File: src/rtl/acc_alu_pkg.sv
package acc_alu_pkg;

    localparam int DW  = 8;
    localparam int OPW = 5;

    typedef enum logic [OPW-1:0] {
        OP_ADD  = 5'd0,
        OP_ADDC = 5'd1,
        OP_SUBB = 5'd2,
        OP_INC  = 5'd3,
        OP_DEC  = 5'd4,
        OP_MUL  = 5'd5,
        OP_DIV  = 5'd6,
        OP_DA   = 5'd7,
        OP_ANL  = 5'd8,
        OP_ORL  = 5'd9,
        OP_XRL  = 5'd10,
        OP_CPL  = 5'd11,
        OP_CLR  = 5'd12,
        OP_RL   = 5'd13,
        OP_RLC  = 5'd14,
        OP_RR   = 5'd15,
        OP_RRC  = 5'd16,
        OP_SWAP = 5'd17
    } alu_op_e;

    typedef enum logic [1:0] {
        ST_IDLE,
        ST_ITER,
        ST_PACK,
        ST_FIN
    } alu_state_e;

    typedef struct packed {
        logic [DW-1:0] a;
        logic [DW-1:0] b;
        logic          c;
        logic          ac;
        logic          ov;
        logic          wa;
        logic          wb;
        logic          wc;
        logic          wac;
        logic          wov;
    } alu_res_t;

    function automatic logic is_arith(input logic [OPW-1:0] code);
        return (code <= OP_DEC) || (code == OP_DA);
    endfunction

    function automatic logic is_bitop(input logic [OPW-1:0] code);
        return (code >= OP_ANL) && (code <= OP_SWAP);
    endfunction

endpackage

File: src/rtl/acc_alu_arith.sv
module acc_alu_arith
    import acc_alu_pkg::*;
#(
    parameter int W = DW
) (
    input  logic [OPW-1:0] op,
    input  logic [W-1:0]   a,
    input  logic [W-1:0]   o,
    input  logic           cy,
    input  logic           ac,
    output alu_res_t       res
);
    localparam int H = W / 2;
    localparam logic [W-1:0] LO_FIX = W'(6);
    localparam logic [W-1:0] HI_FIX = LO_FIX << H;
    localparam logic [H-1:0] BCD_MAX = H'(9);

    logic [W:0] sum, dif, t1, t2;
    logic       cin, c1;

    always_comb begin
        cin = (op == OP_ADDC) ? cy : 1'b0;
        sum = {1'b0, a} + {1'b0, o} + (W+1)'(cin);
        dif = {1'b0, a} - {1'b0, o} - (W+1)'(cy);
        // low-nibble correction, then high-nibble correction
        t1  = {1'b0, a} + {1'b0, ((a[H-1:0] > BCD_MAX) || ac) ? LO_FIX : {W{1'b0}}};
        c1  = cy | t1[W];
        t2  = {1'b0, t1[W-1:0]} +
              {1'b0, ((t1[W-1:H] > BCD_MAX) || c1) ? HI_FIX : {W{1'b0}}};
    end

    always_comb begin
        res = '0;
        unique case (op)
            OP_ADD, OP_ADDC: begin
                res.a   = sum[W-1:0];
                res.c   = sum[W];
                res.ac  = sum[H] ^ a[H] ^ o[H];
                res.ov  = (sum[W-1] ^ a[W-1] ^ o[W-1]) ^ sum[W];
                res.wa  = 1'b1;
                res.wc  = 1'b1;
                res.wac = 1'b1;
                res.wov = 1'b1;
            end
            OP_SUBB: begin
                res.a   = dif[W-1:0];
                res.c   = dif[W];
                res.ac  = dif[H] ^ a[H] ^ o[H];
                res.ov  = (a[W-1] ^ o[W-1]) & (dif[W-1] ^ a[W-1]);
                res.wa  = 1'b1;
                res.wc  = 1'b1;
                res.wac = 1'b1;
                res.wov = 1'b1;
            end
            OP_INC: begin
                res.a  = a + W'(1);
                res.wa = 1'b1;
            end
            OP_DEC: begin
                res.a  = a - W'(1);
                res.wa = 1'b1;
            end
            OP_DA: begin
                res.a  = t2[W-1:0];
                res.c  = c1 | t2[W];
                res.wa = 1'b1;
                res.wc = 1'b1;
            end
            default: res = '0;
        endcase
    end
endmodule

File: src/rtl/acc_alu_bitops.sv
module acc_alu_bitops
    import acc_alu_pkg::*;
#(
    parameter int W = DW
) (
    input  logic [OPW-1:0] op,
    input  logic [W-1:0]   a,
    input  logic [W-1:0]   o,
    input  logic           cy,
    output alu_res_t       res
);
    localparam int H = W / 2;

    always_comb begin
        res    = '0;
        res.wa = 1'b1;
        unique case (op)
            OP_ANL:  res.a = a & o;
            OP_ORL:  res.a = a | o;
            OP_XRL:  res.a = a ^ o;
            OP_CPL:  res.a = ~a;
            OP_CLR:  res.a = '0;
            OP_RL:   res.a = {a[W-2:0], a[W-1]};
            OP_RR:   res.a = {a[0], a[W-1:1]};
            OP_RLC: begin
                res.a  = {a[W-2:0], cy};
                res.c  = a[W-1];
                res.wc = 1'b1;
            end
            OP_RRC: begin
                res.a  = {cy, a[W-1:1]};
                res.c  = a[0];
                res.wc = 1'b1;
            end
            OP_SWAP: res.a = {a[H-1:0], a[W-1:H]};
            default: res = '0;
        endcase
    end
endmodule

File: src/rtl/acc_alu_muldiv.sv
module acc_alu_muldiv #(
    parameter int W = 8
) (
    input  logic         clk,
    input  logic         rst_n,
    input  logic         load,
    input  logic         step,
    input  logic         is_div,
    input  logic [W-1:0] a,
    input  logic [W-1:0] b,
    output logic [W-1:0] lo,
    output logic [W-1:0] hi
);
    logic [2*W-1:0] p;
    logic [W-1:0]   m;
    logic [W:0]     sum, trial;
    logic [W-1:0]   diff;
    logic           ge;

    always_comb begin
        sum   = {1'b0, p[2*W-1:W]} + {1'b0, p[0] ? m : {W{1'b0}}};
        trial = {p[2*W-1:W], p[W-1]};
        ge    = trial >= {1'b0, m};
        diff  = trial[W-1:0] - m;
    end

    always_ff @(posedge clk or negedge rst_n) begin
        if (!rst_n) begin
            p <= '0;
            m <= '0;
        end else if (load) begin
            p <= {{W{1'b0}}, a};
            m <= b;
        end else if (step) begin
            if (is_div)
                p <= {(ge ? diff : trial[W-1:0]), p[W-2:0], ge};
            else
                p <= {sum, p[W-1:1]};
        end
    end

    assign lo = p[W-1:0];
    assign hi = p[2*W-1:W];
endmodule

File: src/rtl/acc_alu.sv
module acc_alu
    import acc_alu_pkg::*;
#(
    parameter int W = DW
) (
    input  logic           clk,
    input  logic           rst_n,
    input  logic           start,
    input  logic [OPW-1:0] op,
    input  logic [W-1:0]   acc_in,
    input  logic [W-1:0]   opnd_in,
    input  logic [W-1:0]   breg_in,
    input  logic           cy_in,
    input  logic           ac_in,
    output logic           busy,
    output logic           done,
    output logic [W-1:0]   acc_out,
    output logic [W-1:0]   breg_out,
    output logic           cy_out,
    output logic           ac_out,
    output logic           ov_out,
    output logic           wr_acc,
    output logic           wr_breg,
    output logic           wr_cy,
    output logic           wr_ac,
    output logic           wr_ov
);
    localparam int CW = (W > 1) ? $clog2(W) : 1;

    alu_state_e state, nxt;
    alu_res_t   arith_res, bit_res, one_res, out_q;
    logic [CW-1:0] cnt;
    logic          div_q;
    logic          long_op, launch;
    logic [W-1:0]  md_lo, md_hi;

    assign long_op = (op == OP_MUL) || ((op == OP_DIV) && (breg_in != '0));
    assign launch  = (state == ST_IDLE) && start && long_op;

    acc_alu_arith #(.W(W)) u_arith (
        .op(op), .a(acc_in), .o(opnd_in), .cy(cy_in), .ac(ac_in), .res(arith_res)
    );

    acc_alu_bitops #(.W(W)) u_bitops (
        .op(op), .a(acc_in), .o(opnd_in), .cy(cy_in), .res(bit_res)
    );

    acc_alu_muldiv #(.W(W)) u_muldiv (
        .clk(clk), .rst_n(rst_n), .load(launch), .step(state == ST_ITER),
        .is_div(div_q), .a(acc_in), .b(breg_in), .lo(md_lo), .hi(md_hi)
    );

    // single-cycle result selection (includes zero-divisor divide)
    always_comb begin
        one_res = '0;
        if (is_arith(op))
            one_res = arith_res;
        else if (is_bitop(op))
            one_res = bit_res;
        else if (op == OP_DIV) begin
            one_res.a   = acc_in;
            one_res.b   = breg_in;
            one_res.ov  = 1'b1;
            one_res.wc  = 1'b1;
            one_res.wov = 1'b1;
        end
    end

    // next-state logic
    always_comb begin
        nxt = state;
        unique case (state)
            ST_IDLE: if (start) nxt = long_op ? ST_ITER : ST_FIN;
            ST_ITER: if (cnt == '0) nxt = ST_PACK;
            ST_PACK: nxt = ST_FIN;
            ST_FIN:  nxt = ST_IDLE;
            default: nxt = ST_IDLE;
        endcase
    end

    // state register
    always_ff @(posedge clk or negedge rst_n) begin
        if (!rst_n) state <= ST_IDLE;
        else        state <= nxt;
    end

    // step counter and operation memory
    always_ff @(posedge clk or negedge rst_n) begin
        if (!rst_n) begin
            cnt   <= '0;
            div_q <= 1'b0;
        end else if (launch) begin
            cnt   <= CW'(W - 1);
            div_q <= (op == OP_DIV);
        end else if (state == ST_ITER && cnt != '0) begin
            cnt <= cnt - CW'(1);
        end
    end

    // output registers
    always_ff @(posedge clk or negedge rst_n) begin
        if (!rst_n) begin
            out_q <= '0;
        end else begin
            unique case (state)
                ST_IDLE: if (start && !long_op) out_q <= one_res;
                ST_PACK: begin
                    out_q.a   <= md_lo;
                    out_q.b   <= md_hi;
                    out_q.c   <= 1'b0;
                    out_q.ov  <= div_q ? 1'b0 : (md_hi != '0);
                    out_q.wa  <= 1'b1;
                    out_q.wb  <= 1'b1;
                    out_q.wc  <= 1'b1;
                    out_q.wac <= 1'b0;
                    out_q.wov <= 1'b1;
                end
                ST_FIN: begin
                    out_q.wa  <= 1'b0;
                    out_q.wb  <= 1'b0;
                    out_q.wc  <= 1'b0;
                    out_q.wac <= 1'b0;
                    out_q.wov <= 1'b0;
                end
                default: ;
            endcase
        end
    end

    assign busy     = (state != ST_IDLE);
    assign done     = (state == ST_FIN);
    assign acc_out  = out_q.a;
    assign breg_out = out_q.b;
    assign cy_out   = out_q.c;
    assign ac_out   = out_q.ac;
    assign ov_out   = out_q.ov;
    assign wr_acc   = out_q.wa;
    assign wr_breg  = out_q.wb;
    assign wr_cy    = out_q.wc;
    assign wr_ac    = out_q.wac;
    assign wr_ov    = out_q.wov;
endmodule

File: config.mk
export PLATFORM = sky130hd
export DESIGN_NAME = acc_alu
export DESIGN_NICKNAME = d
export VERILOG_FILES = /design/src/rtl/acc_alu_pkg.sv /design/src/rtl/acc_alu_arith.sv /design/src/rtl/acc_alu_bitops.sv /design/src/rtl/acc_alu_muldiv.sv /design/src/rtl/acc_alu.sv
export SDC_FILE = /design/constraint.sdc
export NUM_CORES = 1
export LEC_CHECK = 0
export ABC_AREA = 0
export BUFFER_PORTS_ARGS = -buffer_cell sky130_fd_sc_hd__clkbuf_2
export CAP_MARGIN = 20
export CORE_MARGIN = 2
export CORE_UTILIZATION = 50
export DETAILED_ROUTE_END_ITERATION = 12
export HOLD_SLACK_MARGIN = 0.12
export PLACE_DENSITY_LB_ADDON = 0.25
export RECOVER_POWER = 100
export SYNTH_ARGS = -nofsm -noshare
export SYNTH_HDL_FRONTEND = slang
export SYNTH_HIERARCHICAL = 1
export SYNTH_SLANG_ARGS = --single-unit
File: constraint.sdc
create_clock -name clk -period 3.2 [get_ports clk]
set_clock_uncertainty 0.15 [all_clocks]
set_input_delay 0.64 -clock clk [delete_from_list [all_inputs] [get_ports clk]]
set_output_delay 0.64 -clock clk [all_outputs]
set_load 0.03 [all_outputs]
# [Yosys cells after proc, flatten, opt, wreduce, memory -nomap -nowiden]
# Cells that the tools add are included.
# Widths: inputs -> output; s select.
[word_totals] register_bits=54 input_bits=34 out_inout_bits=26 wordCells=141
[classes] n_addsub=11 order_cmp=6 n_eq_ne=23 muxes=38 bitwise_logic=16 n_reduce_logical=32
[op_table] operator="$mux 16" count=5
[op_table] operator="$pmux 8 s9" count=1
[op_table] operator="$mux 24" count=2
[op_table] operator="$eq 5x4->1 const B" count=8
[op_table] operator="$pmux 8 s5" count=1
[op_table] operator="$add 8x8->9" count=4
[op_table] operator="$pmux 17 s2" count=1
[op_table] operator="$eq 5x3->1 const B" count=4
[op_table] operator="$mux 8" count=2
[op_table] operator="$reduce_bool 8->1" count=2
[op_table] operator="$pmux 5 s3" count=1
[op_table] operator="$mux 2" count=7
[op_table] operator="$eq 5x2->1 const B" count=2
[op_table] operator="$eq 5x5->1 const B" count=2
[op_table] operator="$reduce_or 10->1" count=1
[op_table] operator="$add 9x1->9" count=1
[op_table] operator="$ge 9x8->1" count=1
[op_table] operator="$mux 1" count=9
[op_table] operator="$mux 3" count=3
[op_table] operator="$sub 8x8->9" count=1
[op_table] operator="$sub 9x1->9" count=1
[op_table] operator="$xor 1x1->1" count=9
[op_table] operator="$add 8x1->8 const B" count=1
[op_table] operator="$and 8x8->8" count=1
[op_table] operator="35 further kinds" count=56

# [Depth between registers and ports, before layout]
# Gate-level depths: netlist of the first run.
[depth] word_depth=13 depth_mapped=16 mapped_depth_nobuf=16

# [By module]
# Netlist of the first run, hierarchy kept.
[modules_own_cells] mod="acc_alu" n_inst=1 cells_per_inst=212 area_per_inst_um2=2050.7 seq_area_each_um2=750.7
[modules_own_cells] mod="acc_alu_muldiv" n_inst=1 cells_per_inst=234 area_per_inst_um2=2035.7 seq_area_each_um2=600.6
[modules_own_cells] mod="acc_alu_arith" n_inst=1 cells_per_inst=235 area_per_inst_um2=1778.0 seq_area_each_um2=0.0
[modules_own_cells] mod="acc_alu_bitops" n_inst=1 cells_per_inst=138 area_per_inst_um2=989.7 seq_area_each_um2=0.0

# [Worst setup path before layout of the first run]
# Ideal clock, no wire load.
[synth_path] path_type="input-to-reg" start="input acc_in[1]" end="register out_q[22], in the netlist acc_out[6]" setup_time_ns=0.130 arrival_time_ns=3.586 t_required_ns=2.920 slack_ns=-0.665 path_stages=15 path_buffers=0 path_cell_list="o21ai_0 -> nand2b_1 -> ha_1 -> inv_1 -> fa_1 -> or3_1 -> xnor2_1 -> nor2_1 -> o21ai_0 -> ha_1 -> fa_1 -> a221oi_1 -> o31ai_1 -> o211ai_1 -> a31oi_1"
[synth_lines] element="start, declared" line_no="acc_alu.sv:10" text="input logic [W-1:0] acc_in,"
[synth_lines] element="end signal, assigned" line_no="acc_alu.sv:106" text="ST_IDLE: if (start && !long_op) out_q <= one_res;"
[synth_lines] element="end, declared" line_no="acc_alu.sv:31" text="alu_res_t arith_res, bit_res, one_res, out_q;"

==> flow_summary.ini, run 1 <==
[setup_path]
worstSetupStartpointType = primary input
cp_max_fo = 3
reg2reg_depth = 10
path_class = in2reg
worstReg2RegEnd = u_muldiv/p[13]$_DFFE_PN0P_
arrival_ns = 3.52
end_kind = flip-flop
timing.rr.start = u_muldiv/p[0]$_DFFE_PN0P_
reg2reg_slack_ns = 0.48
required_ns = 3.23

[timing]
fin_crit_sh = 1.09
rsz0062_at_grt = true
slew_headroom = 0.0861
setup_violations = 6
finalCriticalPeriod_ns = 3.50
hold-worst-slack_ns = 0.340
final.setup.tns_ns = -0.739
fmax_mhz = 286
tightest_slew_ns = 1.37
final_hold_viol_count = 0
report.final.slew_viol_count = 0
setup_slack_ns = -0.295

[cells_and_area]
final_core_util = 0.611
multi_input_area_mm2 = 0.00506
drive_above_1_share = 0.224
final_cell_mix = 89 x buf_4, 72 x inv_1, 67 x ha_1
layout_commonest_cell = buf_4
area_delta_synth_final_pct = 18.6
num-nets-final = 1066
fin_area_mm2 = 0.00813
instances_no_fill = 1130
regArea_mm2 = 0.00135
diodes = 0
nFillCells = 1203

[grt]
grt_overflow = 0
grt_util_met2 = 0.490
use_met3 = 0.0254
grt_antenna_before_repair = 0
use_met1 = 0.348
grt_first_pass_wirelength_mm = 32.5
top_usage_layer = met2
grt_pass1_vias = 6455
grt_max_degree = 55
grtUsageTotal = 0.279

[synthesis]
ys_ff_latch = 54
ys_async_sr_fraction = 1.00
synthTopCellsByArea = dfrtp_1 20%, ha_1 13%, inv_1 4.0%
synth.top_cell.area_share = 0.197
synth_top_family_by_area = compound AO/OA/AOI/OAI gates
syn_inst = 819
synth_ff_type = dfrtp_1
synth_xor_area_frac = 0.0455
synth_area_mm2 = 0.00685
ys_warn_count = 6
synth-simple-area-share = 0.196
synth_seq_area_share = 0.197
yosysUniqueCellTypes = 99
synth_compound_gate_area_share = 0.283
synth.area.mux_share = 0.0272
synth_fa_ha_area_frac = 0.154
synth_edf_count = 0
syn_area_per_cell_um2 = 8.37
synth_top_area_cell = dfrtp_1

[drt]
drtAntennaViolNets = 0
drtPass1Iterations = 5
drtIter0Drc = 543
wl_mm = 20.3
wl_per_cell_um = 17.9
remaining_drc_errors = 0
vias = 6688
via_per_inst = 5.92

[placed_design]
globalplace.congestion = 0.914
dpl_worst_slack_ns = -0.664
placed_cell_area_mm2 = 0.00787
hpwlAfterDp_mm = 15.5
io_buffers = 59
dp_cells = 1118

[clock_tree]
clockBufferDepth = 2
clockRootBuffer = clkbuf_16
cts_tree = done
htreeDepth = 2
clkSlewWorstSetupHoldPaths_ns = 0.07
clk-insertion-delay-late_ns = 0.30
clock_sinks = 54
numCtsBuffers = 5
cts_hold_buffers = 0

[floorplan]
die_h_um = 121
start_util = 0.516
num_io_pins = 60
dieArea_mm2 = 0.0147
core_mm2 = 0.0133
dieWidth_um = 121
num_rows = 42

[power]
ir_drop_uv = 342
p_leak_nw = 3.76
totalPowerFinal_mw = 5.40
power_density_mw_per_mm2 = 664

[status]
outcome = complete, but fails checks
violations = negative setup slack

[worst_hold_path]
hold_start = wr_acc$_DFFE_PN0P_
whs_path_depth = 2
hold_end = wr_acc$_DFFE_PN0P_
hold_class = reg2reg

[flow_run]
maxCapViolations = 0
[logic make-up (layout without fill, tap and decap cells)]
logic type      after synthesis  count (layout)
simple gates                257             257
xor+xnor                     34              34
fa+ha+maj                    79              79
buf+inv                     128             243
compound gates              247             247
mux                          18              18
flops                        54              54
other cells                   2              22
[state kept, by name, indices dropped and copies added (netlist names)]
register / flops
wr_ov: 1
state: 2
wr_acc: 1
cnt: 3
wr_cy: 1
wr_breg: 1
ac_out: 1
wr_ac: 1
u_muldiv/p: 16
acc_out: 8
div_q: 1
breg_out: 8
ov_out: 1
u_muldiv/m: 8
cy_out: 1
[synthesized netlist by cell type, types with 11 or more instances]
library cell / n
nor2_1: 67
clkbuf_1: 11
mux2i_1: 13
a21oi_1: 30
o21ai_0: 48
o211ai_1: 23
nand2_1: 66
xnor2_1: 22
buf_4: 26
xor2_1: 11
ha_1: 70
a31oi_2: 12
nor2b_1: 12
a221o_1: 19
and2_1: 12
nand3_1: 22
nor3_1: 14
inv_1: 73
dfrtp_1: 54
[critical path: stages]
cell and delay, ns:
buf_6 0.07, o21ai_2 0.06, nand2b_1 0.13, ha_2 0.21, inv_2 0.04, fa_2 0.33, or3_4 0.34, xnor2_2 0.15
nor2_1 0.07, o21ai_2 0.18, ha_4 0.17, fa_2 0.43, a221oi_2 0.32, o31ai_1 0.11, o211ai_1 0.16, a31oi_1 0.10
[timing repair]
item | 4_1_cts | 5_1_grt
resized for setup | 10 | 14
cloned | 0 | 0
setup buffers | 4 | 3
endpoints found under the setup margin | 5 | 7
pin swaps | 11 | 8
[how the worst max path moves through the flow]
stage,start,to,slack [ns]
after global placement,acc_in[1],acc_out[6]$_DFFE_PN0P_,-0.58
after detailed placement,acc_in[1],acc_out[6]$_DFFE_PN0P_,-0.66
after global routing,acc_in[1],acc_out[6]$_DFFE_PN0P_,-0.38
after floorplan,acc_in[1],acc_out[6]$_DFFE_PN0P_,-0.45
after CTS,acc_in[1],acc_out[6]$_DFFE_PN0P_,-0.29
final,acc_in[1],acc_out[6]$_DFFE_PN0P_,-0.30
[layer usage]
layer  vias up  wire, um
li1       3215         -
met1      3178      8560
met2       248      9940
met3        47      1040
met4         0       722
met5         -         0
[where the power goes]
group          internal [mW]  switching [mW]  total (mW)
clock                  0.470           0.256       0.726
sequential             0.996           0.315        1.31
combinational           1.34            2.02        3.36
total                   2.80            2.59        5.40
[area by class of cell]
class	instances	area share
Tap cell	176	0.0271
Inverter	74	0.0342
Clock buffer	6	0.0171
Timing Repair Buffer	161	0.126
Sequential cell	54	0.166
Multi-Input combinational cell	657	0.622
Clock inverter	2	0.00739
No activity file was read; power rests on OpenSTA's default activity.
==> run 2: changes to the inputs <==
--- a/config.mk
+++ b/config.mk
@@ -12,7 +12,7 @@
 export CORE_UTILIZATION = 50
 export DETAILED_ROUTE_END_ITERATION = 12
 export HOLD_SLACK_MARGIN = 0.12
-export PLACE_DENSITY_LB_ADDON = 0.25
+export PLACE_DENSITY = 0.67
 export RECOVER_POWER = 100
 export SYNTH_ARGS = -nofsm -noshare
 export SYNTH_HDL_FRONTEND = slang
==> constraint.sdc (replaced) <==
create_clock -name clk -period 4.2 [get_ports clk]
set_clock_uncertainty 0.15 [all_clocks]
set_input_delay 0.84 -clock clk [delete_from_list [all_inputs] [get_ports clk]]
set_output_delay 0.84 -clock clk [all_outputs]
set_load 0.03 [all_outputs]
==> run 2 against run 1 <==
The run ends with max-capacitance violations, max-slew violations left. Via count shrank 2.5%. Routed wire length rose by 2.0%. Design area shrank 8.5%. Sequential share of layout area up 1.5 points. Power shrank 26%. Worst setup slack improved by 0.48 ns. First-iteration DRC count increased by 2.8%. Critical path depth shrank 2. Sequential power decreased by 24%. Global-route usage down 0.11 points. Critical path type unchanged.
==> flow_summary.ini, run 2 (synthesized netlist as in run 1, its figures left out) <==
[timing]
tightest_slew_ns = 1.89
report.final.slew_viol_count = 36
final.setup.tns_ns = 0
finalCriticalPeriod_ns = 4.01
fmax_mhz = 249
fin_crit_sh = 0.956
final_hold_viol_count = 0
slew_headroom = -0.260
setup_violations = 0
setup_slack_ns = 0.186
rsz0062_at_grt = false

[clock_tree]
numCtsBuffers = 5
cts_tree = done
cts_hold_buffers = 0
clockBufferDepth = 2
clkSlewWorstSetupHoldPaths_ns = 0.07
clockRootBuffer = clkbuf_16
htreeDepth = 2
clk-insertion-delay-late_ns = 0.30
cts_setup_buffers = 0
clock_sinks = 54

[power]
ir_drop_uv = 253
p_switching_mw = 1.95
internal_power_mw = 2.05
p_comb_frac = 0.611
power_frac_seq = 0.249
p_sw_frac = 0.487
power_frac_clock = 0.140
power_density_mw_per_mm2 = 537
p_leak_nw = 3.39

[setup_path]
startpoint = acc_in[3]
cp_slowest_stage_delay_ns = 0.55
cp_slowest_cell = a2111oi_0
worstSetupStartpointType = primary input
reg2reg_depth = 9
required_ns = 4.27
path_class = in2reg
reg2reg_slack_ns = 1.48
arrival_ns = 4.09
path_delay_family = compound AO/OA/AOI/OAI gates
cp_max_fo = 14
end_kind = flip-flop
worstReg2RegEnd = u_muldiv/p[15]$_DFFE_PN0P_
path_buf_inv = 4
timing.rr.start = u_muldiv/p[0]$_DFFE_PN0P_
worstPathCellList = clkbuf_2 > clkbuf_2 > inv_1 > ha_1 > inv_1 > ha_1 > nor3_1 > a2111oi_0 > o21a_1 > nor2_2 > xnor3_1 > o32ai_1 > o211ai_1 > a31oi_1

[grt]
grt_overflow = 0
grt_antenna_before_repair = 0
grt_max_degree = 36
grtUsageTotal = 0.278
grt_pass1_vias = 6328
grt_first_pass_wirelength_mm = 32.2

[placed_design]
dpl_worst_slack_ns = -0.0624
placed_cell_area_mm2 = 0.00732
io_buffers = 59
globalplace.congestion = 0.915
hpwlAfterDp_mm = 15.8

[cells_and_area]
area_delta_synth_final_pct = 8.58
layout_commonest_cell = inv_1
largest_reg_flops = 16
drive_above_1_share = 0.135
final_cell_mix = 73 x inv_1, 70 x ha_1, 67 x nor2_1
final_core_util = 0.560
num-nets-final = 998
diodes = 0
regMostFlops = u_muldiv/p
nFillCells = 1275
fin_area_mm2 = 0.00744

[floorplan]
core_mm2 = 0.0133
dieWidth_um = 121
num_rows = 42
dieArea_mm2 = 0.0147
start_util = 0.516
die_h_um = 121
num_io_pins = 60

[drt]
vias = 6520
wl_per_cell_um = 19.5
drtPass1Iterations = 5
drtAntennaViolNets = 0
drtIter0Drc = 558
wl_mm = 20.7
via_per_inst = 6.14
remaining_drc_errors = 0

[status]
violations = max-capacitance violations, max-slew violations
outcome = complete, but fails checks

[worst_hold_path]
hold_start = wr_ac$_DFFE_PN0P_
whs_path_depth = 2
hold_end = wr_ac$_DFFE_PN0P_
hold_class = reg2reg

[flow_run]
maxCapViolations = 1
[run 2: cell count changes in the layout (fill, tap and decap cells not counted), moves of 3 or more]
cell and change:
buf_4 -59, ha_1 +3, fa_1 +3, fa_2 -3, buf_6 -3
[run 2: power by group through the flow]
| stage | clock [mW] | sequential, mW | combinational (mW) |
|---|---|---|---|
| detailed placement | 0 | 1.00 | 2.45 |
| global route | 0.582 | 1.02 | 2.68 |
| global placement | 0 | 0.989 | 2.38 |
| finish | 0.560 | 0.993 | 2.44 |
| floorplan | 0 | 1.13 | 1.73 |
| CTS | 0.567 | 0.992 | 2.47 |
[run 2: worst max path at each step]
stage / endpoint / slack, ns / depth (start not counted)
final: ov_out$_DFFE_PN0P_ / 0.19 / 14
after global routing: acc_out[6]$_DFFE_PN0P_ / 0.04 / 16
after CTS: acc_out[6]$_DFFE_PN0P_ / 0.25 / 16
after detailed placement: acc_out[6]$_DFFE_PN0P_ / -0.06 / 16
after global placement: acc_out[6]$_DFFE_PN0P_ / 0.08 / 16
after floorplan: acc_out[6]$_DFFE_PN0P_ / 0.13 / 15
[run 2: metal layers]
metal	up-vias	global-route usage	share of wire
met5	-	0	0
met1	3101	0.337	0.42
met3	54	0.0310	0.051
met4	0	0.131	0.042
met2	276	0.489	0.48
li1	3089	-	-
[run 2: metrics by stage]
stage               power, mW  hold slack, ns  instances
floorplan                2.86           0.329        839
global placement         3.37           0.321       1054
detailed placement       3.45           0.332       1054
CTS                      4.02           0.345       1062
global route             4.28           0.361       1062
finish                   4.00           0.341       1062
[run 2: what timing repair did]
action	CTS	global route
hold endpoints to repair	0	0
resized for setup	0	1
endpoints found under the setup margin	0	1
[run 2: worst register-to-register path: stages (launching register included)]
cell and delay [ns]:
dfrtp_1 0.52, and2_1 0.18, ha_1 0.17, inv_1 0.07, fa_1 0.45, nor2b_1 0.19, o31ai_1 0.12, a21oi_1 0.25
a31oi_1 0.13, o41ai_1 0.38
[run 2: final cells by class]
type,instances,area [um2],share of cell area
Sequential cell,54,1350,0.182
Clock buffer,6,139,0.0187
Timing Repair Buffer,93,502,0.0674
Clock inverter,2,60.1,0.00807
Multi-Input combinational cell,657,4890,0.657
Tap cell,176,220,0.0296
Inverter,74,278,0.0373
==> run 3: changes to the inputs <==
--- a/config.mk
+++ b/config.mk
@@ -7,7 +7,8 @@
 export LEC_CHECK = 0
 export ABC_AREA = 0
 export BUFFER_PORTS_ARGS = -buffer_cell sky130_fd_sc_hd__clkbuf_2
-export CAP_MARGIN = 20
+export CAP_MARGIN = 10
+export CORE_ASPECT_RATIO = 0.9
 export CORE_MARGIN = 2
 export CORE_UTILIZATION = 50
 export DETAILED_ROUTE_END_ITERATION = 12
==> run 3 against run 2 <==
The run still ends with max-capacitance violations, max-slew violations left. Register-to-register slack got worse by 0.05 ns. Non-clock buffer count shrank 1. Largest power group unchanged. Maximum frequency increased by 1.2%. Final cell count decreased by 0.85%. Sequential power barely moved. Design area decreased by 1.1%. Largest cell class unchanged. Global-route usage is 0.83 points lower. Power shrank 3.6%. Flip-flop and latch count did not move. First-iteration DRC count rose by 9.3%.
==> flow_summary.ini, run 3 (synthesized netlist as in run 1, its figures left out) <==
[status]
outcome = complete, but fails checks
violations = max-capacitance violations, max-slew violations

[cells_and_area]
multi_input_area_mm2 = 0.00489
nFillCells = 1251
instances_no_fill = 1053
diodes = 0
regArea_mm2 = 0.00135
area_delta_synth_final_pct = 7.41
largest_reg_flops = 16
layout_commonest_cell = inv_1
num-nets-final = 997
drive_above_1_share = 0.131
fin_area_mm2 = 0.00736
final_cell_mix = 73 x inv_1, 70 x ha_1, 67 x nor2_1
regMostFlops = u_muldiv/p

[placed_design]
io_buffers = 59
globalplace.congestion = 0.898
placed_cell_area_mm2 = 0.00730
hpwlAfterDp_mm = 15.2
dp_cells = 1045
dpl_worst_slack_ns = -0.0237

[setup_path]
reg2reg_depth = 5
worstSetupStartpointType = primary input
required_ns = 4.27
cp_slowest_cell = ha_1
cp_max_fo = 14
path_class = in2reg
crit_cells = 15
end_kind = flip-flop
path_buf_inv = 5
startpoint = acc_in[3]
cp_slowest_stage_delay_ns = 0.35
worstPathCellList = clkbuf_2 > buf_2 > inv_1 > ha_1 > inv_1 > ha_1 > nor4b_2 > a2111oi_1 > o21a_1 > nor2_2 > xnor3_1 > o32ai_1 > buf_4 > o211ai_1 > a31oi_1
arrival_ns = 4.03
timing.rr.start = state[1]$_DFFE_PN0P_
path_delay_family = compound AO/OA/AOI/OAI gates

[clock_tree]
cts_setup_buffers = 0
clkSlewWorstSetupHoldPaths_ns = 0.07
clock_sinks = 54
cts_hold_buffers = 0
cts_resized = 0
htreeDepth = 2
clockBufferDepth = 2
cts_tree = done
clk-insertion-delay-late_ns = 0.30
numCtsBuffers = 5
clockRootBuffer = clkbuf_16

[grt]
grt_max_degree = 36
grt_overflow = 0
grt_first_pass_wirelength_mm = 31.9
grt_pass1_vias = 6284
grtUsageTotal = 0.269
grt_antenna_before_repair = 0

[timing]
setup_violations = 0
final.setup.tns_ns = 0
slew_headroom = -0.175
report.final.slew_viol_count = 32
rsz0062_at_grt = false
fin_crit_sh = 0.944
setup_slack_ns = 0.235
final_hold_viol_count = 0
fmax_mhz = 252
tightest_slew_ns = 1.76
finalCriticalPeriod_ns = 3.97
hold-worst-slack_ns = 0.346

[power]
ir_drop_uv = 249
power_density_mw_per_mm2 = 523
p_leak_nw = 3.35

[floorplan]
die_h_um = 115
num_io_pins = 60
start_util = 0.513
num_rows = 40
dieArea_mm2 = 0.0147
core_mm2 = 0.0134
dieWidth_um = 127

[drt]
vias = 6435
wl_mm = 19.7
remaining_drc_errors = 0
drtAntennaViolNets = 0
via_per_inst = 6.11
drtPass1Iterations = 6
wl_per_cell_um = 18.7
drtIter0Drc = 610

[flow_run]
maxCapViolations = 1

[worst_hold_path]
hold_start = wr_acc$_DFFE_PN0P_
hold_class = reg2reg
whs_path_depth = 2
==> run 3: area by class of cell <==
cell class	instances	share of cell area
clock inverter	1	0.000680
multi-input combinational	657	0.665
timing repair buffer	92	0.0653
tap	168	0.0286
sequential	54	0.184
clock buffer	7	0.0194
inverter	74	0.0377
==> run 3: worst paths after layout <==
path | slack [ns] | endpoint
min in group asynchronous | 0.85 | u_muldiv/p[14]$_DFFE_PN0P_
max | 0.23 | ov_out$_DFFE_PN0P_
min | 0.35 | wr_acc$_DFFE_PN0P_
max reg2reg | 1.43 | u_muldiv/p[14]$_DFFE_PN0P_
min reg2reg | 0.35 | wr_acc$_DFFE_PN0P_
max in group asynchronous | 1.13 | wr_breg$_DFFE_PN0P_
==> run 3: worst reg2reg max path: cells and delay by family (launching register included) <==
family	cells	cell delay (ns)
adder cells (fa/ha/maj)	1	0.49
flip-flops	1	0.42
buffers and inverters	2	0.85
AO/OA/AOI/OAI	1	0.09
AND/OR/NAND/NOR	1	0.68
==> run 3: per-stage QoR <==
stage	util	power, mW
after CTS	0.558	3.88
after detailed placement	0.547	3.45
after global routing	0.551	4.16
after floorplan	-	2.86
final	0.551	3.85
after global placement	0.547	3.35
==> run 3: power breakdown <==
group	switching, mW	internal, mW	leakage [nW]
Sequential	0.240	0.760	0.653
Combinational	1.51	0.920	2.63
Clock	0.188	0.237	0.0739
Total	1.93	1.92	3.35
==> run 3: layer usage <==
layer  part of all wire  up-vias  wire [um]  track usage
li1                   -     3086          -            -
met1               0.45     3065       8830        0.355
met2               0.47      240       9200        0.449
met3              0.047       44        928       0.0289
met4              0.037        0        728        0.120
met5                  0        -          0            0
